## config.mk

```make
export PLATFORM = sky130hd
export DESIGN_NAME = irq_gather
export DESIGN_NICKNAME = d
export VERILOG_FILES = /design/src/rtl/irq_gather.sv
export SDC_FILE = /design/constraint.sdc
export NUM_CORES = 1
export LEC_CHECK = 0
export ABC_AREA = 1
export BUFFER_PORTS_ARGS = -buffer_cell sky130_fd_sc_hd__buf_2
export CAP_MARGIN = 25
export CELL_PAD_IN_SITES_DETAIL_PLACEMENT = 1
export CELL_PAD_IN_SITES_GLOBAL_PLACEMENT = 1
export CORE_MARGIN = 2
export CORE_UTILIZATION = 34
export CTS_CLUSTER_SIZE = 40
export DETAILED_ROUTE_END_ITERATION = 16
export PLACE_DENSITY_LB_ADDON = 0.05
export SLEW_MARGIN = 10
export SYNTH_ARGS = -nofsm -noshare
export SYNTH_HDL_FRONTEND = slang
export SYNTH_SLANG_ARGS = --single-unit
```

## constraint.sdc

```tcl
create_clock -name clk -period 0.8 [get_ports clk]
set_input_delay 0.08 -clock clk [delete_from_list [all_inputs] [get_ports clk]]
set_output_delay 0.08 -clock clk [all_outputs]
set_load 0.01 [all_outputs]
```

## src/rtl/irq_gather.sv

```systemverilog
module irq_gather #(
  parameter int ADDR_W = 8,
  parameter int DATA_W = 8,
  parameter logic [ADDR_W-1:0] STAT_A_ADDR = 'h03,
  parameter logic [ADDR_W-1:0] STAT_B_ADDR = 'h04,
  parameter logic [ADDR_W-1:0] EN_A_ADDR   = 'h05,
  parameter logic [ADDR_W-1:0] EN_B_ADDR   = 'h06,
  parameter logic [DATA_W-1:0] EN_A_RST    = 'h00,
  parameter logic [DATA_W-1:0] EN_B_RST    = 'h01,
  parameter logic [DATA_W-1:0] STAT_B_RST  = 'h01
) (
  input  logic              clk,
  input  logic              rst_n,
  input  logic [DATA_W-1:0] evt_a,
  input  logic [DATA_W-1:0] evt_b,
  input  logic [ADDR_W-1:0] reg_addr,
  input  logic [DATA_W-1:0] reg_wdata,
  input  logic              reg_wr,
  input  logic              reg_rd,
  output logic [DATA_W-1:0] reg_rdata,
  output logic              irq_n
);

  logic [DATA_W-1:0] stat_a, stat_b, en_a, en_b;

  wire rd_a = reg_rd && (reg_addr == STAT_A_ADDR);
  wire rd_b = reg_rd && (reg_addr == STAT_B_ADDR);
  wire wr_a = reg_wr && (reg_addr == EN_A_ADDR);
  wire wr_b = reg_wr && (reg_addr == EN_B_ADDR);

  wire [DATA_W-1:0] keep_a = rd_a ? ~en_a : '1;
  wire [DATA_W-1:0] keep_b = rd_b ? ~en_b : '1;

  always_ff @(posedge clk or negedge rst_n) begin
    if (!rst_n) begin
      stat_a <= '0;
      stat_b <= STAT_B_RST;
    end else begin
      stat_a <= (stat_a & keep_a) | evt_a;
      stat_b <= (stat_b & keep_b) | evt_b;
    end
  end

  always_ff @(posedge clk or negedge rst_n) begin
    if (!rst_n) begin
      en_a <= EN_A_RST;
      en_b <= EN_B_RST;
    end else begin
      if (wr_a) en_a <= reg_wdata;
      if (wr_b) en_b <= reg_wdata;
    end
  end

  always_comb begin
    unique case (reg_addr)
      STAT_A_ADDR: reg_rdata = stat_a;
      STAT_B_ADDR: reg_rdata = stat_b;
      EN_A_ADDR:   reg_rdata = en_a;
      EN_B_ADDR:   reg_rdata = en_b;
      default:     reg_rdata = '0;
    endcase
  end

  assign irq_n = ~|((stat_a & en_a) | (stat_b & en_b));

  // every pulsed event is held in the following cycle, even across a clearing read
  a_r3_latch_a: assert property (@(posedge clk) disable iff (!rst_n)
    1'b1 |=> ((stat_a & $past(evt_a)) == $past(evt_a)));
  a_r3_latch_b: assert property (@(posedge clk) disable iff (!rst_n)
    1'b1 |=> ((stat_b & $past(evt_b)) == $past(evt_b)));

  // enabled bits without a new event are gone after a strobed read
  a_r5_clear_a: assert property (@(posedge clk) disable iff (!rst_n)
    rd_a |=> ((stat_a & $past(en_a) & ~$past(evt_a)) == '0));
  a_r5_clear_b: assert property (@(posedge clk) disable iff (!rst_n)
    rd_b |=> ((stat_b & $past(en_b) & ~$past(evt_b)) == '0));

  // disabled bits survive a strobed read
  a_r6_keep_a: assert property (@(posedge clk) disable iff (!rst_n)
    rd_a |=> (($past(stat_a) & ~$past(en_a) & ~stat_a) == '0));
  a_r6_keep_b: assert property (@(posedge clk) disable iff (!rst_n)
    rd_b |=> (($past(stat_b) & ~$past(en_b) & ~stat_b) == '0));

  // an enable write lands as written
  a_r2_en_write: assert property (@(posedge clk) disable iff (!rst_n)
    wr_a |=> (en_a == $past(reg_wdata)));

  // with no read and no event, status holds; without an enable write, enables hold
  a_r9_stat_hold: assert property (@(posedge clk) disable iff (!rst_n)
    (!rd_a && evt_a == '0) |=> $stable(stat_a));
  a_r9_en_hold: assert property (@(posedge clk) disable iff (!rst_n)
    (!wr_a && !wr_b) |=> ($stable(en_a) && $stable(en_b)));

endmodule

```

# After elaboration in Yosys (flattened, before gate mapping)
# Index checks and enable logic that the tools add are counted.
# op_classes
n_eq_ne	4
muxes	3
n_bitwise	9
reduce_logical	6
# op_table
op	n
8-bit AND	4
8-bit one-hot mux with 4 select lines	1
8-bit by 3-bit == test with 1-bit output (second input constant)	3
8-bit bitwise OR	3
8-bit 2-to-1 mux	2
8-bit inverter	2
8-bit by 2-bit == test with 1-bit output (second input constant)	1
8-bit OR reduction	1
1-bit logical AND	4
1-bit logical NOT	1
# totals
reg_bits	32
input_bits	36
out_inout_bits	9
elab_cells	26

# Logic depth before layout (Yosys ltp)
# logic_depth
depth_word	5
mapped_depth	8

# Worst setup path after synthesis
# OpenSTA, ideal clock, no wires.
# synth_timing
path_type	input-to-output
start	in reg_addr[7]
end	out reg_rdata[0]
arrival_time_ns	0.826
required_ns	0.720
slack_ns	-0.106
path_stages	8
n_path_buf	1
path_cell_list	nor2_1 -> nand2_1 -> inv_2 -> buf_4 -> nand3_1 -> nand2_1 -> inv_1 -> nand2_1
# synth_via
elab_chain_len	2
elab_cells_between_ends	5
# synth_rtl
item	line_no	rtl
start: declaration	16	input logic [ADDR_W-1:0] reg_addr,
8-bit by 3-bit == test with 1-bit output / 8-bit by 2-bit == test with 1-bit output (equally long branches)	55	unique case (reg_addr)
8-bit one-hot mux with 4 select lines (*)	55	
end: declaration	20	output logic [DATA_W-1:0] reg_rdata,
# Mark *: on every way between the ends. The rest lies on a longest branch, timed or not.

# Worst setup path after layout
# layout_timing
start	reg en_b[6]
end	out irq_n
# layout_via
elab_chain_len	4
# layout_rtl
item	line_no	rtl
start: declaration	24	logic [DATA_W-1:0] stat_a, stat_b, en_a, en_b;
start signal: assignment	50	if (wr_b) en_b <= reg_wdata;
8-bit AND	64	assign irq_n = ~|((stat_a & en_a) | (stat_b & en_b));
8-bit bitwise OR	64	
8-bit OR reduction	64	
1-bit logical NOT	64	
end: declaration	21	output logic irq_n
# No other way between the ends.

==> Implementation_results.wiki <==
{| class="wikitable"
! Metric !! Value
|-
| Total inserted antenna cells || 0
|-
| Number of detailed-route iterations in the first pass || 4
|-
| Clock sink count || 32
|-
| Maximum net fanout on the critical path || 2
|-
| Worst-case headroom to the max-slew limit || 85.4%
|-
| Layout Nets || 436
|-
| Source-to-sink clock delay at the later pin of the worst-skew pair || 290 ps
|-
| Fraction of power spent switching nets || 29.2%
|-
| VDD IR max || 1130 µV
|-
| Number of global-route vias before repair || 2437
|-
| Final ANT Viol Nets || 0
|-
| Aggregate global routing overflow || 0
|-
| Slew at the pin closest to its max-slew limit || 218 ps
|-
| DR vias/cell || 5.11
|-
| Cell with the most instances on the worst path || sky130_fd_sc_hd__nand2_1
|-
| Final Skew || 10.5 ps
|-
| Crit-path cells || nand2_1 > nand2_1 > nor2_1 > nand4_1 > nor2_2 > buf_2
|-
| Number of DRC markers after the initial detailed-route iteration || 147
|-
| Worst setup slack before clock tree synthesis || -342 ps
|-
| Die Width || 80.0 µm
|-
| Sequential power share || 42.7%
|-
| Max cap viols || 0
|-
| Clock root buffer || sky130_fd_sc_hd__clkbuf_8
|-
| Overall routed net length || 9250 µm
|-
| Synthesized netlist net count || 308
|-
| I/O Pins || 45
|-
| DP Wirelength || 4310 µm
|-
| Number of unique standard cell types used by synthesis || 17
|-
| Type of destination of the critical path || output pin
|-
| Total number of yosys warnings || 0
|-
| Number of cells on the worst hold path || 3
|-
| Most common cell after layout, fill and taps aside || sky130_fd_sc_hd__nand2_1
|-
| Highest metal layer with signal wires || met4
|-
| Die area || 0.00641 mm²
|-
| Mean cell area of the mapped netlist || 7.23 µm²
|-
| Cell with the largest stage delay on the worst path || sky130_fd_sc_hd__dfrtp_1
|-
| Global-route wire length before repair || 11600 µm
|-
| Height of the die || 80.0 µm
|-
| Unrepaired setup endpoints after global routing || yes
|-
| Routed wirelength normalized by instance count || 19.6 µm
|-
| Minimum clock period after layout || 1580 ps
|-
| Number of register bits inferred by synthesis || 32
|-
| # setup viols final || 37
|-
| Final routed DRC violation total || 0
|-
| Number of fill cells in the layout || 639
|-
| Comb power frac || 23.5%
|-
| Starting utilization of the core area || 35.5%
|-
| Worst reg-to-reg path cell count || 5
|-
| Areal power density over the cells || 1070 mW/mm²
|-
| Port-buffer cells || 44
|-
| Post-Layout Cell Count || 473
|-
| Top library cells by usage in the layout, fill and taps aside || sky130_fd_sc_hd__nand2_1, sky130_fd_sc_hd__buf_6, sky130_fd_sc_hd__nand2_2
|-
| WL met1 || 3690 µm
|-
| Internal Dissipation || 2810 µW
|-
| Synthesized netlist cell count || 272
|-
| Fraction of the core area covered by cells at the end of the flow || 67.1%
|-
| Run status || finished, violations left
|-
| CTS tree || done
|-
| Core outline area || 0.00554 mm²
|-
| Delay contributed by the slowest stage of the critical path || 390 ps
|-
| Final worst hold slack || 57.8 ps
|-
| Final period util || 197%
|-
| H-tree depth reported by CTS || 2
|-
| Routed via count || 2419
|-
| Largest net degree at the start of global routing || 33
|-
| Required time reported for the critical path endpoint || 720 ps
|-
| Routed wl met2 || 4930 µm
|-
| Clock transition at the registers of the reported paths || 70 ps
|-
| Type of the worst setup path || reg -> out
|-
| Max Buffers Root-to-Sink || 2
|-
| Hold/Removal Path Class || in -> reg
|-
| Post-Synthesis Cell Area || 0.00197 mm²
|-
| Total instance count after detailed placement || 426
|-
| Crit path DAT || 1500 ps
|-
| Gr usage total || 24.2%
|-
| Hold violation total from the final report || 0
|-
| Static leakage || 0.00183 µW
|-
| WL met3 || 381 µm
|-
| Sw Pwr || 1160 µW
|-
| Achievable frequency || 0.633 GHz
|-
| Num rows || 27
|-
| Share of synthesized area occupied by flip-flops and latches || 40.9%
|-
| Number of slew-limit violations in the final report || 0
|-
| Violated checks || setup timing
|-
| Fraction of final layout cells sized beyond drive strength 1 || 59.1%
|-
| Total design power || 3980 µW
|-
| Routability congestion estimate from global placement || 0.779
|-
| Layout overhead on the synthesized area || 89.1%
|-
| CP startpoint kind || flip-flop
|-
| Setup WS post-layout || -780 ps
|-
| Number of buffers created by CTS || 5
|-
| Number of antenna violations at the first check in global routing || 0
|-
| Clock power frac || 33.9%
|}
==> synthesized netlist by cell type (all sizes together) <==
library cell	count	share of area, %
buf	5	2.3
clkbuf	2	0.38
dfrtp	30	38
dfstp	2	2.7
inv	48	9.2
nand2	105	21
nand3	48	13
nand4	2	0.64
nor2	14	4.7
o21ai	16	7.1
==> power groups by stage <==
stage | clock [µW] | combinational [µW] | sequential [µW]
6_report | 1350 | 933 | 1700
5_1_grt | 1440 | 995 | 1700
4_1_cts | 1340 | 794 | 1690
3_5_place_dp | 0 | 627 | 1710
3_3_place_gp | 0 | 619 | 1710
2_1_floorplan | 0 | 274 | 1720
==> worst max-delay path, delay by kind of cell (launching register included) <==
| family | cells | cell delay [ps] |
|---|---|---|
| buffers and inverters | 1 | 140 |
| flip-flops | 1 | 390 |
| AND/OR/NAND/NOR | 5 | 680 |
==> path summary, 6_finish.rpt <==
path	startpoint	end	slack (ps)
setup / recovery	en_b[6]	irq_n	-780
min in group asynchronous	rst_n	stat_b[3]	320
hold / removal	reg_wdata[5]	en_a[5]	60
max in group asynchronous	rst_n	stat_b[0]	240
setup reg to reg	en_b[0]	en_b[0]	-240
hold reg to reg	stat_b[0]	stat_b[0]	500
==> layer usage <==
metal	vias to the layer above	global-route usage (%)
met5	-	0
met2	77	45.4
met1	1220	27.4
met4	0	6.95
li1	1096	-
met3	26	4.64
==> logic make-up (layout without fill, tap and decap cells) <==
family,count (synthesis),in the layout,synth area share [%]
buf+inv,55,184,11.8
simple gates,169,169,40.2
compound gates,16,16,7.13
flops,32,32,40.9
==> sequential cells by signal, indices dropped and copies added, names as in the netlist <==
signal and count:
stat_a 8, en_a 8, stat_b 8, en_b 8
==> final cells by class <==
cell class,count,area (µm²),share of cell area [%]
Tap cell,72,90.1,2.42
Clock buffer,8,90.1,2.42
Inverter,48,198,5.32
Sequential cell,32,803,21.6
Multi-Input combinational cell,185,1260,34.0
Timing Repair Buffer,128,1270,34.2
==> stage by stage <==
step	setup TNS [ps]	instance area, µm²
final	-6830	3720
after global routing	-8290	3720
after CTS	-4600	3430
after detailed placement	-12140	2740
after global placement	-11370	2740
after floorplan	-291	2070
==> repair_timing <==
action	in CTS	in global routing
buffers inserted	15	21
pin swaps	41	43
hold buffers	17	0
resized for setup	69	77
setup endpoints to repair	34	35
endpoints found under the hold margin	48	0
No activity file was read; power rests on OpenSTA's default activity.
